==> config.mk <==
export PLATFORM = sky130hd
export DESIGN_NAME = sup_access_ctl
export DESIGN_NICKNAME = d
export VERILOG_FILES = /design/src/rtl/sacu_pkg.sv /design/src/rtl/sacu_cr_file.sv /design/src/rtl/sacu_ac_ctl.sv /design/src/rtl/sacu_mode_dec.sv /design/src/rtl/sup_access_ctl.sv
export SDC_FILE = /design/constraint.sdc
export NUM_CORES = 1
export LEC_CHECK = 0
export ABC_AREA = 1
export BUFFER_PORTS_ARGS = -buffer_cell sky130_fd_sc_hd__buf_2
export CORE_UTILIZATION = 38
export DETAILED_ROUTE_END_ITERATION = 12
export HOLD_SLACK_MARGIN = 0.06
export PLACE_DENSITY = 0.72
export SLEW_MARGIN = 20
export SYNTH_ARGS = -nofsm -noshare
export SYNTH_HDL_FRONTEND = slang
export SYNTH_SLANG_ARGS = --single-unit
export TNS_END_PERCENT = 10
==> constraint.sdc <==
create_clock -name clk -period 0.8 [get_ports clk]
set_clock_uncertainty 0.05 [all_clocks]
set_input_delay 0.08 -clock clk [delete_from_list [all_inputs] [get_ports clk]]
set_output_delay 0.08 -clock clk [all_outputs]
set_load 0.05 [all_outputs]
==> src/rtl/sacu_pkg.sv <==
package sacu_pkg;
  localparam int CR_W       = 32;
  localparam int BIT_PSE    = 4;
  localparam int BIT_PAE    = 5;
  localparam int BIT_PGE    = 7;
  localparam int BIT_FXSR   = 9;
  localparam int BIT_SUPX   = 20;
  localparam int BIT_UAP    = 21;

  typedef enum logic [1:0] {
    MODE_KERNEL   = 2'd0,
    MODE_USER     = 2'd1,
    MODE_KOVERRIDE = 2'd2
  } mode_e;

  function automatic logic [CR_W-1:0] bitmask(input int pos);
    logic [CR_W-1:0] m;
    m = '0;
    m[pos] = 1'b1;
    return m;
  endfunction

  localparam logic [CR_W-1:0] FLUSH_MASK =
    bitmask(BIT_PSE) | bitmask(BIT_PAE) | bitmask(BIT_PGE) |
    bitmask(BIT_SUPX) | bitmask(BIT_UAP);
endpackage

==> src/rtl/sacu_cr_file.sv <==
module sacu_cr_file
  import sacu_pkg::*;
(
  input  logic            clk,
  input  logic            rst,
  input  logic            feat_sse,
  input  logic            feat_uap,
  input  logic            wr_en,
  input  logic [CR_W-1:0] wr_data,
  output logic [CR_W-1:0] cr_q,
  output logic            uap_q,
  output logic            fxsr_q,
  output logic            flush_q
);
  logic [CR_W-1:0] clean;
  logic            changed;

  always_comb begin
    clean = wr_data;
    if (!feat_uap) clean[BIT_UAP]  = 1'b0;
    if (!feat_sse) clean[BIT_FXSR] = 1'b0;
  end

  assign changed = |((cr_q ^ wr_data) & FLUSH_MASK);

  always_ff @(posedge clk) begin
    if (rst) begin
      cr_q    <= '0;
      uap_q   <= 1'b0;
      fxsr_q  <= 1'b0;
      flush_q <= 1'b0;
    end else begin
      flush_q <= wr_en && changed;
      if (wr_en) begin
        cr_q   <= clean;
        uap_q  <= clean[BIT_UAP];
        fxsr_q <= clean[BIT_FXSR];
      end
    end
  end

  p_flush_after_write_r4: assert property (@(posedge clk) disable iff (rst)
    !$past(wr_en) |-> !flush_q);
  p_uap_gated_r3: assert property (@(posedge clk) disable iff (rst)
    $past(wr_en && !feat_uap) |-> !cr_q[BIT_UAP]);
  p_shadow_match_r5: assert property (@(posedge clk) disable iff (rst)
    (uap_q == cr_q[BIT_UAP]) && (fxsr_q == cr_q[BIT_FXSR]));
endmodule

==> src/rtl/sacu_ac_ctl.sv <==
module sacu_ac_ctl (
  input  logic       clk,
  input  logic       rst,
  input  logic       feat_uap,
  input  logic [1:0] cpl,
  input  logic       clr_req,
  input  logic       set_req,
  output logic       ac_q,
  output logic       illegal_q
);
  logic any_req, permitted, legal;

  assign any_req   = clr_req || set_req;
  assign permitted = feat_uap && (cpl == 2'd0);
  assign legal     = permitted && (clr_req ^ set_req);

  always_ff @(posedge clk) begin
    if (rst) begin
      ac_q      <= 1'b0;
      illegal_q <= 1'b0;
    end else begin
      illegal_q <= any_req && !legal;
      if (legal) ac_q <= set_req;
    end
  end

  p_ac_hold_on_illegal_r7: assert property (@(posedge clk) disable iff (rst)
    illegal_q |-> $stable(ac_q));
  p_no_change_without_req_r6: assert property (@(posedge clk) disable iff (rst)
    !$past(clr_req || set_req) |-> $stable(ac_q));
endmodule

==> src/rtl/sacu_mode_dec.sv <==
module sacu_mode_dec
  import sacu_pkg::*;
(
  input  logic [1:0] cpl,
  input  logic       uap_on,
  input  logic       ac,
  output logic [1:0] mode
);
  mode_e m;

  always_comb begin
    if (cpl == 2'd3)        m = MODE_USER;
    else if (uap_on && ac)  m = MODE_KOVERRIDE;
    else                    m = MODE_KERNEL;
  end

  assign mode = m;

  always_comb begin
    a_mode_user_r9: assert (!(cpl == 2'd3) || mode == 2'd1);
    a_mode_override_r9: assert (mode != 2'd2 || (uap_on && ac && cpl != 2'd3));
  end
endmodule

==> src/rtl/sup_access_ctl.sv <==
module sup_access_ctl
  import sacu_pkg::*;
(
  input  logic            clk,
  input  logic            rst,
  input  logic            feat_sse,
  input  logic            feat_uap,
  input  logic [1:0]      cpl,
  input  logic            cr_wr_en,
  input  logic [CR_W-1:0] cr_wr_data,
  input  logic            ac_clr,
  input  logic            ac_set,
  output logic [CR_W-1:0] cr_value,
  output logic            ac_flag,
  output logic            uap_active,
  output logic            fxsr_active,
  output logic            tlb_flush,
  output logic            illegal_op,
  output logic [1:0]      mode_idx
);
  sacu_cr_file u_cr (
    .clk(clk), .rst(rst), .feat_sse(feat_sse), .feat_uap(feat_uap),
    .wr_en(cr_wr_en), .wr_data(cr_wr_data), .cr_q(cr_value),
    .uap_q(uap_active), .fxsr_q(fxsr_active), .flush_q(tlb_flush)
  );

  sacu_ac_ctl u_ac (
    .clk(clk), .rst(rst), .feat_uap(feat_uap), .cpl(cpl),
    .clr_req(ac_clr), .set_req(ac_set), .ac_q(ac_flag), .illegal_q(illegal_op)
  );

  sacu_mode_dec u_mode (
    .cpl(cpl), .uap_on(uap_active), .ac(ac_flag), .mode(mode_idx)
  );

  p_reset_clears_r1: assert property (@(posedge clk)
    $past(rst) |-> (cr_value == '0 && !ac_flag && !tlb_flush && !illegal_op));
endmodule

==> metrics.md, run 1 <==
| Metric | Value |
|---|---|
| Outcome | `complete, but fails checks` |
| Failing checks | `negative hold slack, negative setup slack` |
| Input/output buffers | `79` |
| Max incr delay on CP | `390 ps` |
| H-tree depth | `2` |
| Initial antenna violation count | `0` |
| Clock slew at the register clock pins of the worst setup and hold paths | `100 ps` |
| Vias | `1625` |
| Startpoint types | `register` |
| Initial Util | `39.99%` |
| Distinct cells, synth | `18` |
| Clock Latency Late Sink | `330 ps` |
| CTS Buffer Depth | `2` |
| Max Clk Rate | `0.7915 GHz` |
| WL final | `4.518 mm` |
| First-pass GRT wire length | `5.954 mm` |
| Fillers | `236` |
| Antenna-violating nets left | `0` |
| Share of cells above drive strength 1 | `46.08%` |
| Die area | `3782 µm²` |
| Number of detailed-route iterations in the first pass | `4` |
| Sequential cell area fraction in the yosys report | `52.09%` |
| Synth Cell Area | `1345 µm²` |
| Die height | `61.50 µm` |
| Final WS setup | `-463.4 ps` |
| Kind of critical path | `reg -> out` |
| Yosys warnings | `0` |
| Num rows | `21` |
| Ys flop type | `dfxtp_1` |
| Cell Pwr Density | `1626 nW/µm²` |
| Rel. slew slack | `66.61%` |
| Gr usage total | `21.82%` |
| Synth top area cells | `dfxtp_1, nor2_1, o21ai_0` |
| Antenna Cells | `0` |
| Hpwl dp | `2.191 mm` |
| Layout Nets | `347` |
| Root Buffer | `clkbuf_4` |
| Most common library cells after synthesis | `nor2_1, dfxtp_1, o21ai_0` |
| Yosys top cell area share | `52.09%` |
| Placed cell count | `304` |
| CP Capture Type | `primary output` |
| Hold Path Class | `in -> reg` |
| Peak supply drop | `0.001487 V` |
| Layout area overhead | `99.26%` |
| Detailed Route Iter0 Violations | `79` |
| CP arrival | `1130 ps` |
| Final Hold Vio Count | `1` |
| Clock Sinks | `35` |
| Core ar. | `3363 µm²` |
| MaxCap Viol Count | `0` |
| Syn Inst Count | `181` |
| Critical path fanouts, max | `4` |
| WL/cell | `12.84 µm` |
| Max Slew Vio Count | `0` |
| CTS tree | `built` |
| Syn Nets | `223` |
| Cell Chain, Critical Path | `inv_4 > nor3_4 > buf_6` |
| Area occupied by multi-input gates | `541.8 µm²` |
| Worst-Margin Slew | `500.2 ps` |
| Worst Path Required | `670 ps` |
| Placer congestion estimate | `0.7605` |
| Total congestion overflow | `0` |
| Avg Cell Area, Syn | `7.431 µm²` |
| Count leader, synth | `nor2_1` |
| Final min period | `1263 ps` |
| TNS Setup | `-7696 ps` |
| FF+latch area | `759.5 µm²` |
| Worst Hold Slack | `-33.59 ps` |
| Cts bufs inserted | `5` |
| I/O pins | `80` |
| # setup viols final | `41` |
| Asr flop ratio synth | `0%` |
| Yosys top cell by area | `dfxtp_1` |
| Die width | `61.50 µm` |
| Synthesized flop and latch total | `35` |
| Number of global-route vias before repair | `1423` |
| RSZ-0062 raised after global routing | `true` |
| Leakage | `0.001309 µW` |
| Largest net degree at the start of global routing | `30` |
| Worst path slowest cell | `dfxtp_4` |
| Vias/cell | `4.616` |
| Crit share post-route | `157.9%` |
| Drt drc | `0` |
| Finished Layout Cells | `352` |
| Post-synth EDFFs | `0` |
==> cells by family after synthesis <==
kind of cell	count (synthesis)	synth area share (%)
adders and majority gates	1	0.9301
xor gates and xnor gates	1	0.6513
DFF	35	52.09
buffers and inverters	26	9.394
AOI/OAI and AO/OA	36	13.58
and+or+nand+nor	82	23.35
==> worst max-delay path: cells and delay by family (launching register included) <==
family | cells | cell delay [ps]
buf+inv | 2 | 230
flops | 1 | 390
simple gates | 1 | 170
==> power by group <==
part | internal [µW] | leakage, µW | switching, µW | total [µW]
clock network | 426 | 0.0000353 | 594 | 1020
registers | 1870 | 0.000303 | 98.2 | 1970
logic | 613 | 0.000971 | 753 | 1370
==> repair_timing <==
action,in CTS,in global routing
setup endpoints to repair,42,44
hold endpoints to repair,35,2
buffers inserted,2,1
pin swaps,1,0
gates resized for setup,109,31
hold buffers,36,1
==> sequential cells by signal (all words and copies together), names as in the netlist <==
register	cells
u_cr.cr_q	32
u_ac.ac_q	1
u_ac.illegal_q	1
u_cr.flush_q	1
==> placed cells by master (no fill, tap or decap), drive strengths merged <==
cell type	Yosys	routed
clkinv	0	1
nor2	62	62
buf	7	91
ha	1	1
dlygate4sd3	0	36
dfxtp	35	35
xnor2	1	1
inv	15	15
nand3	4	4
clkbuf	4	7
a21oi	3	3
o31ai	1	1
nor3	1	1
o21ai	32	32
dlymetal6s4s	0	1
nand2	15	15
==> layer usage <==
metal | routed length [µm] | track usage (%) | vias up
met4 | 110 | 9.524 | 0
met2 | 2456 | 40.55 | 61
met5 | 0 | 0 | -
met1 | 1700 | 23.23 | 736
met3 | 250 | 5.252 | 11
li1 | - | - | 817
==> layout make-up <==
class	count	share of cell area, %
clock buffer	7	2.054
clock inverter	1	0.1867
inverter	15	2.288
multi-input combinational	120	20.21
sequential	35	28.34
tap	46	2.148
timing repair buffer	128	44.77
==> worst paths after layout <==
path,start,to,slack (ps),cells past startpoint
max,u_cr.cr_q[21],mode_idx[1],-460,3
max reg2reg,u_cr.cr_q[7],u_cr.flush_q,-220,7
min,rst,u_cr.cr_q[21],-30,3
min reg2reg,u_ac.ac_q,u_ac.ac_q,460,2
==> through the flow <==
stage	worst slack [ps]	area, µm²	util (%)	hold slack [ps]	power, µW
2_1_floorplan	-284.1	1381	-	119.8	2620
3_3_place_gp	-127.9	1844	54.84	252.9	2901
3_5_place_dp	-154.0	1844	54.84	261.4	2909
4_1_cts	-437.0	2567	76.34	-50.90	4281
5_1_grt	-516.8	2680	79.69	-54.21	4554
6_report	-463.4	2680	79.69	-33.59	4358
No activity file was read; power rests on OpenSTA's default activity.
==> inputs of run 2 (changes only) <==
- CTS_BUF_LIST: default -> sky130_fd_sc_hd__clkbuf_8 sky130_fd_sc_hd__clkbuf_16
- SYNTH_HIERARCHICAL: default -> 1
==> metrics.md, run 2 <==
| Metric | Value |
|---|---|
| Mux share of post-synthesis cell area | `0% (unchanged)` |
| Kind of critical path | `reg -> out (unchanged)` |
| Share of cells above drive strength 1 | `50.32% (was 46.08%)` |
| Cell Pwr Density | `1655 nW/µm² (was 1626 nW/µm²)` |
| Yosys top cell by area | `dfxtp_1 (unchanged)` |
| WL/cell | `12.86 µm (was 12.84 µm)` |
| # hold bufs at CTS | `34 (was 36)` |
| Initial antenna violation count | `0 (unchanged)` |
| Post-Synth XOR/XNOR Area | `0.6410% (was 0.6512%)` |
| R2R cell count | `8 (was 7)` |
| Final min period | `1057 ps (was 1263 ps)` |
| Clock Sinks | `35 (unchanged)` |
| Max Clk Rate | `0.9461 GHz (was 0.7915 GHz)` |
| H-tree depth | `2 (unchanged)` |
| Core ar. | `3390 µm² (was 3363 µm²)` |
| Worst path slowest cell | `dfxtp_4 (unchanged)` |
| Metal1 wirelength | `1.780 mm (was 1.700 mm)` |
| Die area | `3839 µm² (was 3782 µm²)` |
| Max reg flops | `32 (unchanged)` |
| DR WL met2 | `2.551 mm (was 2.456 mm)` |
| Syn Nets | `227 (was 223)` |
| Antenna Cells | `0 (unchanged)` |
| Clock slew at the register clock pins of the worst setup and hold paths | `70 ps (was 100 ps)` |
| Hold path depth | `3 (unchanged)` |
| Yosys warnings | `6 (was 0)` |
| Asr flop ratio synth | `0% (unchanged)` |
| CTS tree | `built (unchanged)` |
| Met3 WL post-DR | `185 µm (was 250 µm)` |
| Synth Cell Area | `1366 µm² (was 1345 µm²)` |
| Startpoint types | `register (unchanged)` |
| Synth top area cells | `dfxtp_1, nor2_1, o21ai_0 (unchanged)` |
| Number of global-route vias before repair | `1569 (was 1423)` |
| Largest net degree at the start of global routing | `30 (unchanged)` |
| Pre-CTS setup slack | `-136.6 ps (was -154.0 ps)` |
| CTS Buffer Depth | `2 (unchanged)` |
| Simple-Gate Fraction of Synth Area | `24.27% (was 23.35%)` |
| I/O pins | `80 (unchanged)` |
| Vias/cell | `4.545 (was 4.616)` |
| Rel. slew slack | `61.89% (was 66.61%)` |
| Antenna-violating nets left | `0 (unchanged)` |
| Outcome | `complete, but fails checks (unchanged)` |
| Initial Util | `40.31% (was 39.99%)` |
| Final Hold Vio Count | `0 (was 1)` |
| WL final | `4.604 mm (was 4.518 mm)` |
| Commonest cells after routing, fill and taps aside | `nor2_1, buf_2, dlygate4sd3_1, dfxtp_2, o21ai_0 (unchanged)` |
| Synth Area in Compound Gates | `13.37% (was 13.58%)` |
| CP Capture Type | `primary output (unchanged)` |
| Commonest non-fill, non-tap cell in the layout | `nor2_1 (unchanged)` |
| Failing checks | `negative setup slack (was negative hold slack, negative setup slack)` |
| Crit share post-route | `132.1% (was 157.9%)` |
| Clock Latency Late Sink | `280 ps (was 330 ps)` |
| CP arrival | `930 ps (was 1130 ps)` |
| Yosys top cell area share | `51.28% (was 52.09%)` |
| Tot Pwr | `4542 µW (was 4358 µW)` |
| Sequential cell area fraction in the yosys report | `51.28% (was 52.09%)` |
| Register name with the most flops | `u_cr/cr_q (was u_cr.cr_q)` |
| Syn Inst Count | `185 (was 181)` |
| Avg Cell Area, Syn | `7.385 µm² (was 7.431 µm²)` |
| Synthesized flop and latch total | `35 (unchanged)` |
| Cts bufs inserted | `5 (unchanged)` |
| Hpwl dp | `2.358 mm (was 2.191 mm)` |
| Number of detailed-route iterations in the first pass | `4 (unchanged)` |
| Adder-cell share of the synthesized area | `0.9158% (was 0.9302%)` |
| Cell Chain, Critical Path | `nand2_4 > nor2_4 > buf_6 (was inv_4 > nor3_4 > buf_6)` |
| Die width | `61.96 µm (was 61.50 µm)` |
| Post-layout util | `80.95% (was 79.69%)` |
| Worst-Margin Slew | `570.9 ps (was 500.2 ps)` |
| First-pass GRT wire length | `6.644 mm (was 5.954 mm)` |
| Distinct cells, synth | `18 (unchanged)` |
| Detailed Route Iter0 Violations | `64 (was 79)` |
| Peak supply drop | `0.001294 V (was 0.001487 V)` |
| Post-synth EDFFs | `0 (unchanged)` |
| R2R setup slack | `-230 ps (was -220 ps)` |
| Drt drc | `0 (unchanged)` |
| Largest family of logic cells by synthesized area | `simple AND/OR/NAND/NOR gates (unchanged)` |
| Gr usage total | `23.94% (was 21.82%)` |
| # setup viols final | `41 (unchanged)` |
| Vias | `1627 (was 1625)` |
| TNS Setup | `-5257 ps (was -7696 ps)` |
| Root Buffer | `clkbuf_8 (was clkbuf_4)` |
| Critical path fanouts, max | `3 (was 4)` |
| Top Metal Used | `met4 (unchanged)` |
| RSZ-0062 raised after global routing | `true (unchanged)` |
| Die height | `61.96 µm (was 61.50 µm)` |
| Placer congestion estimate | `0.7002 (was 0.7605)` |
| Total congestion overflow | `0 (unchanged)` |
| Input/output buffers | `79 (unchanged)` |
| Max Slew Vio Count | `0 (unchanged)` |
| Num rows | `21 (unchanged)` |
| Count leader, synth | `nor2_1 (unchanged)` |
| Layout area overhead | `100.8% (was 99.26%)` |
| Leakage | `0.001355 µW (was 0.001309 µW)` |
| Ys flop type | `dfxtp_1 (unchanged)` |
| MaxCap Viol Count | `0 (unchanged)` |
| Hold Path Class | `in -> reg (unchanged)` |
| Layout Nets | `353 (was 347)` |
| Max incr delay on CP | `370 ps (was 390 ps)` |
| Worst Path Required | `670 ps (about the same)` |
| Final WS setup | `-257.0 ps (was -463.4 ps)` |
| Most common library cells after synthesis | `nor2_1, dfxtp_1, o21ai_0 (unchanged)` |
==> run 2: cell count changes after synthesis, sizes merged <==
cell,previous run,this run
inv,15,16
nor2,62,63
or2,0,1
a21oi,3,4
clkbuf,4,5
nor3,1,0
buf,7,6
o21ai,32,31
nand2,15,17
==> run 2: path summary, 6_finish.rpt <==
kind                  from             to
min                    rst  u_cr/cr_q[21]
min reg2reg  u_cr/cr_q[29]  u_cr/cr_q[29]
max reg2reg  u_cr/cr_q[21]   u_cr/flush_q
max          u_cr/cr_q[21]    mode_idx[1]
==> run 2: power breakdown <==
part / switching (µW) / internal, µW / leakage (µW) / total (µW)
clock: 597 / 584 / 0.0000505 / 1180
sequential: 98.7 / 1880 / 0.000303 / 1970
combinational: 769 / 617 / 0.00100 / 1390
==> run 2: metrics by stage <==
stage	cells	cell area, µm²	hold WS [ps]
floorplan	185	1396	119.6
CTS	357	2630	28.90
global placement	313	1884	250.4
detailed placement	313	1884	258.5
finish	358	2744	37.67
global route	358	2744	36.04
==> run 2: logic make-up after synthesis <==
group	Yosys count
buffers and inverters	27
adders and majority gates	1
xor gates and xnor gates	1
AOI/OAI and AO/OA	36
and+or+nand+nor	85
DFF	35
==> run 2: critical path, delay by kind of cell, from the launching register on <==
family | cells | cell delay [ps]
flops | 1 | 370
buf+inv | 1 | 150
simple gates | 2 | 130
==> run 2: final cells by class <==
cell class	count	area, µm²
clock buffers	5	68.82
repair buffers	130	1201
fillers	218	645.6
inverters	16	60.06
flip-flops and latches	35	759.5
clock inverters	3	12.51
multi-input cells	123	584.3
well taps	46	57.56
==> run 2: metal layers <==
metal | up-vias | track usage, %
li1 | 827 | -
met2 | 55 | 45.90
met4 | 0 | 12.06
met3 | 9 | 5.383
met5 | - | 0
met1 | 736 | 23.85
==> run 2: what timing repair did <==
action	4_1_cts	5_1_grt
buffers inserted	2	1
resized for setup	116	32
pin swaps	0	7
endpoints found under the setup margin	43	54
hold endpoints to repair	32	1
==> inputs of run 3 (changes only) <==
--- a/config.mk
+++ b/config.mk
@@ -8,4 +8,5 @@
 export ABC_AREA = 1
 export BUFFER_PORTS_ARGS = -buffer_cell sky130_fd_sc_hd__buf_2
+export CORE_ASPECT_RATIO = 0.8
 export CORE_UTILIZATION = 38
 export CTS_BUF_LIST = sky130_fd_sc_hd__clkbuf_8 sky130_fd_sc_hd__clkbuf_16
==> constraint.sdc (replaced) <==
create_clock -name clk -period 0.8 [get_ports clk]
set_clock_uncertainty 0.05 [all_clocks]
set_input_delay 0.12 -clock clk [delete_from_list [all_inputs] [get_ports clk]]
set_output_delay 0.12 -clock clk [all_outputs]
set_load 0.05 [all_outputs]
==> metrics.md, run 3 (same netlist as run 2, synthesis figures left out) <==
| Metric | Value |
|---|---|
| Failing checks | `negative setup slack (unchanged)` |
| Root Buffer | `clkbuf_8 (unchanged)` |
| Layout area overhead | `95.70% (was 100.8%)` |
| Antenna Cells | `0 (unchanged)` |
| I/O pins | `80 (unchanged)` |
| Power Internal | `3049 µW (was 3077 µW)` |
| Commonest non-fill, non-tap cell in the layout | `nor2_1 (unchanged)` |
| Cell area after layout | `2674 µm² (was 2744 µm²)` |
| Num rows | `19 (was 21)` |
| Max reg flops | `32 (unchanged)` |
| Number of detailed-route iterations in the first pass | `6 (was 4)` |
| Leakage | `0.001364 µW (was 0.001355 µW)` |
| Crit. Startpoint | `u_cr/cr_q[21] (unchanged)` |
| Total congestion overflow | `0 (unchanged)` |
| Number of global-route vias before repair | `1513 (was 1569)` |
| Switching power total | `1434 µW (was 1465 µW)` |
| Combinational Power Share | `29.9% (was 30.5%)` |
| Outcome | `complete, but fails checks (unchanged)` |
| WL/cell | `12.59 µm (was 12.86 µm)` |
| Tot Pwr | `4483 µW (was 4542 µW)` |
| Final Hold Vio Count | `0 (unchanged)` |
| Register name with the most flops | `u_cr/cr_q (unchanged)` |
| Core ar. | `3423 µm² (was 3390 µm²)` |
| Startpoint types | `register (unchanged)` |
| Post-DP Area | `1871 µm² (was 1884 µm²)` |
| Layout Nets | `347 (was 353)` |
| Peak supply drop | `0.001381 V (was 0.001294 V)` |
| Sw frac | `31.98% (was 32.25%)` |
| Commonest cells after routing, fill and taps aside | `nor2_1, buf_2, o21ai_0, dfxtp_2, buf_8 (was nor2_1, buf_2, dlygate4sd3_1, dfxtp_2, o21ai_0)` |
| HP Start | `cr_wr_data[15] (was rst)` |
| Cell Pwr Density | `1677 nW/µm² (was 1655 nW/µm²)` |
| TNS Setup | `-6409 ps (was -5257 ps)` |
| Post-layout util | `78.11% (was 80.95%)` |
| Max Slew Vio Count | `0 (unchanged)` |
| Vias | `1632 (was 1627)` |
| Largest net degree at the start of global routing | `30 (unchanged)` |
| Crit share post-route | `142.5% (was 132.1%)` |
| Worst-Margin Slew | `557.8 ps (was 570.9 ps)` |
| CP arrival | `970 ps (was 930 ps)` |
| Vias/cell | `4.690 (was 4.545)` |
| CP Capture Type | `primary output (unchanged)` |
| Detailed Route Iter0 Violations | `82 (was 64)` |
| Share of cells above drive strength 1 | `50.00% (was 50.32%)` |
| Die area | `3841 µm² (was 3839 µm²)` |
| Placer congestion estimate | `0.7260 (was 0.7002)` |
| Max Clk Rate | `0.8773 GHz (was 0.9461 GHz)` |
| First-pass GRT wire length | `6.548 mm (was 6.644 mm)` |
| Drt drc | `0 (unchanged)` |
| Worst Path Required | `630 ps (was 670 ps)` |
| WL final | `4.383 mm (was 4.604 mm)` |
| Gr usage total | `21.39% (was 23.94%)` |
| Clock Latency Late Sink | `280 ps (about the same)` |
| # hold bufs at CTS | `28 (was 34)` |
| Hpwl dp | `2.346 mm (was 2.358 mm)` |
| Input/output buffers | `79 (unchanged)` |
| Fillers | `241 (was 218)` |
| Clock slew at the register clock pins of the worst setup and hold paths | `70 ps (about the same)` |
| Share of power burned in registers | `44.2% (was 43.5%)` |
| Cts bufs inserted | `5 (unchanged)` |
| # setup viols final | `43 (was 41)` |
| Initial Util | `39.91% (was 40.31%)` |
| RSZ-0062 raised after global routing | `true (unchanged)` |
| Die height | `55.63 µm (was 61.96 µm)` |
| Antenna-violating nets left | `0 (unchanged)` |
| Final WS setup | `-339.8 ps (was -257.0 ps)` |
| Rel. slew slack | `62.76% (was 61.89%)` |
| Power share of the clock group | `25.9% (was 26.0%)` |
| CTS Buffer Depth | `2 (unchanged)` |
| Clock Sinks | `35 (unchanged)` |
| Final min period | `1140 ps (was 1057 ps)` |
| Die width | `69.04 µm (was 61.96 µm)` |
| Kind of critical path | `reg -> out (unchanged)` |
| Reg2reg start | `u_cr/cr_q[21] (unchanged)` |
| Initial antenna violation count | `0 (unchanged)` |
| Hold Path Class | `in -> reg (unchanged)` |
| CTS tree | `built (unchanged)` |
| H-tree depth | `2 (unchanged)` |
| Critical path fanouts, max | `4 (was 3)` |
| MaxCap Viol Count | `0 (unchanged)` |
-- run 3: changes by cell type in the layout (fill, tap and decap cells not counted), sizes merged --
cell / previous run / this run
clkinv: 1 / 0
dlygate4sd3: 33 / 20
dlymetal6s4s: 1 / 8
inv: 18 / 19
-- run 3: worst paths after layout --
check / depth (start not counted) / to / slack, ps
worst max-delay path: 3 / mode_idx[1] / -340
worst min-delay path: 3 / u_cr/cr_q[15] / 20
worst max register to register: 8 / u_cr/flush_q / -290
worst min register to register: 2 / u_cr/cr_q[27] / 460
-- run 3: final cells by class --
class                   instances  area (µm²)  share of cell area (%)
clock buffers                   5       68.82                   2.574
clock inverters                 3       11.26                  0.4212
flip-flops and latches         35       759.5                   28.40
well taps                      42       52.55                   1.965
inverters                      16       60.06                   2.246
multi-input cells             123       570.5                   21.34
repair buffers                124        1151                   43.05
-- run 3: layer usage --
layer | track usage [%] | part of all wire, % | up-vias | routed length [µm]
li1 | - | - | 821 | -
met1 | 25.09 | 39 | 745 | 1731
met2 | 37.45 | 54 | 59 | 2364
met3 | 5.616 | 5.9 | 7 | 257
met4 | 8.163 | 0.66 | 0 | 29
met5 | 0 | 0 | - | 0
-- run 3: what timing repair did --
item                                    in CTS  in global routing
gates cloned                                 0                  0
endpoints found under the setup margin      40                 66
buffers inserted                             1                  3
resized for setup                          107                 43
pin swaps                                    2                 35
endpoints found under the hold margin       31                  3
-- run 3: per-stage QoR --
step / instances / hold slack (ps) / setup WS (ps)
6_report: 348 / 23.35 / -339.8
5_1_grt: 348 / 10.35 / -374.6
4_1_cts: 345 / 14.14 / -316.9
3_5_place_dp: 308 / 295.4 / -186.9
3_3_place_gp: 308 / 293.4 / -157.2
2_1_floorplan: 185 / 151.5 / -162.3
-- run 3: power groups by stage --
stage	Sequential (µW)	Clock (µW)	Combinational (µW)
after CTS	1970	1190	1240
after detailed placement	1960	0	969
final	1980	1160	1340
after global placement	1950	0	962
after global routing	1990	1270	1420
after floorplan	2360	0	264
-- run 3: worst max-delay path, stage by stage (launching register included) --
cell and delay [ps]:
dfxtp_4 370, nand2_2 80, nor2_4 80, buf_6 160
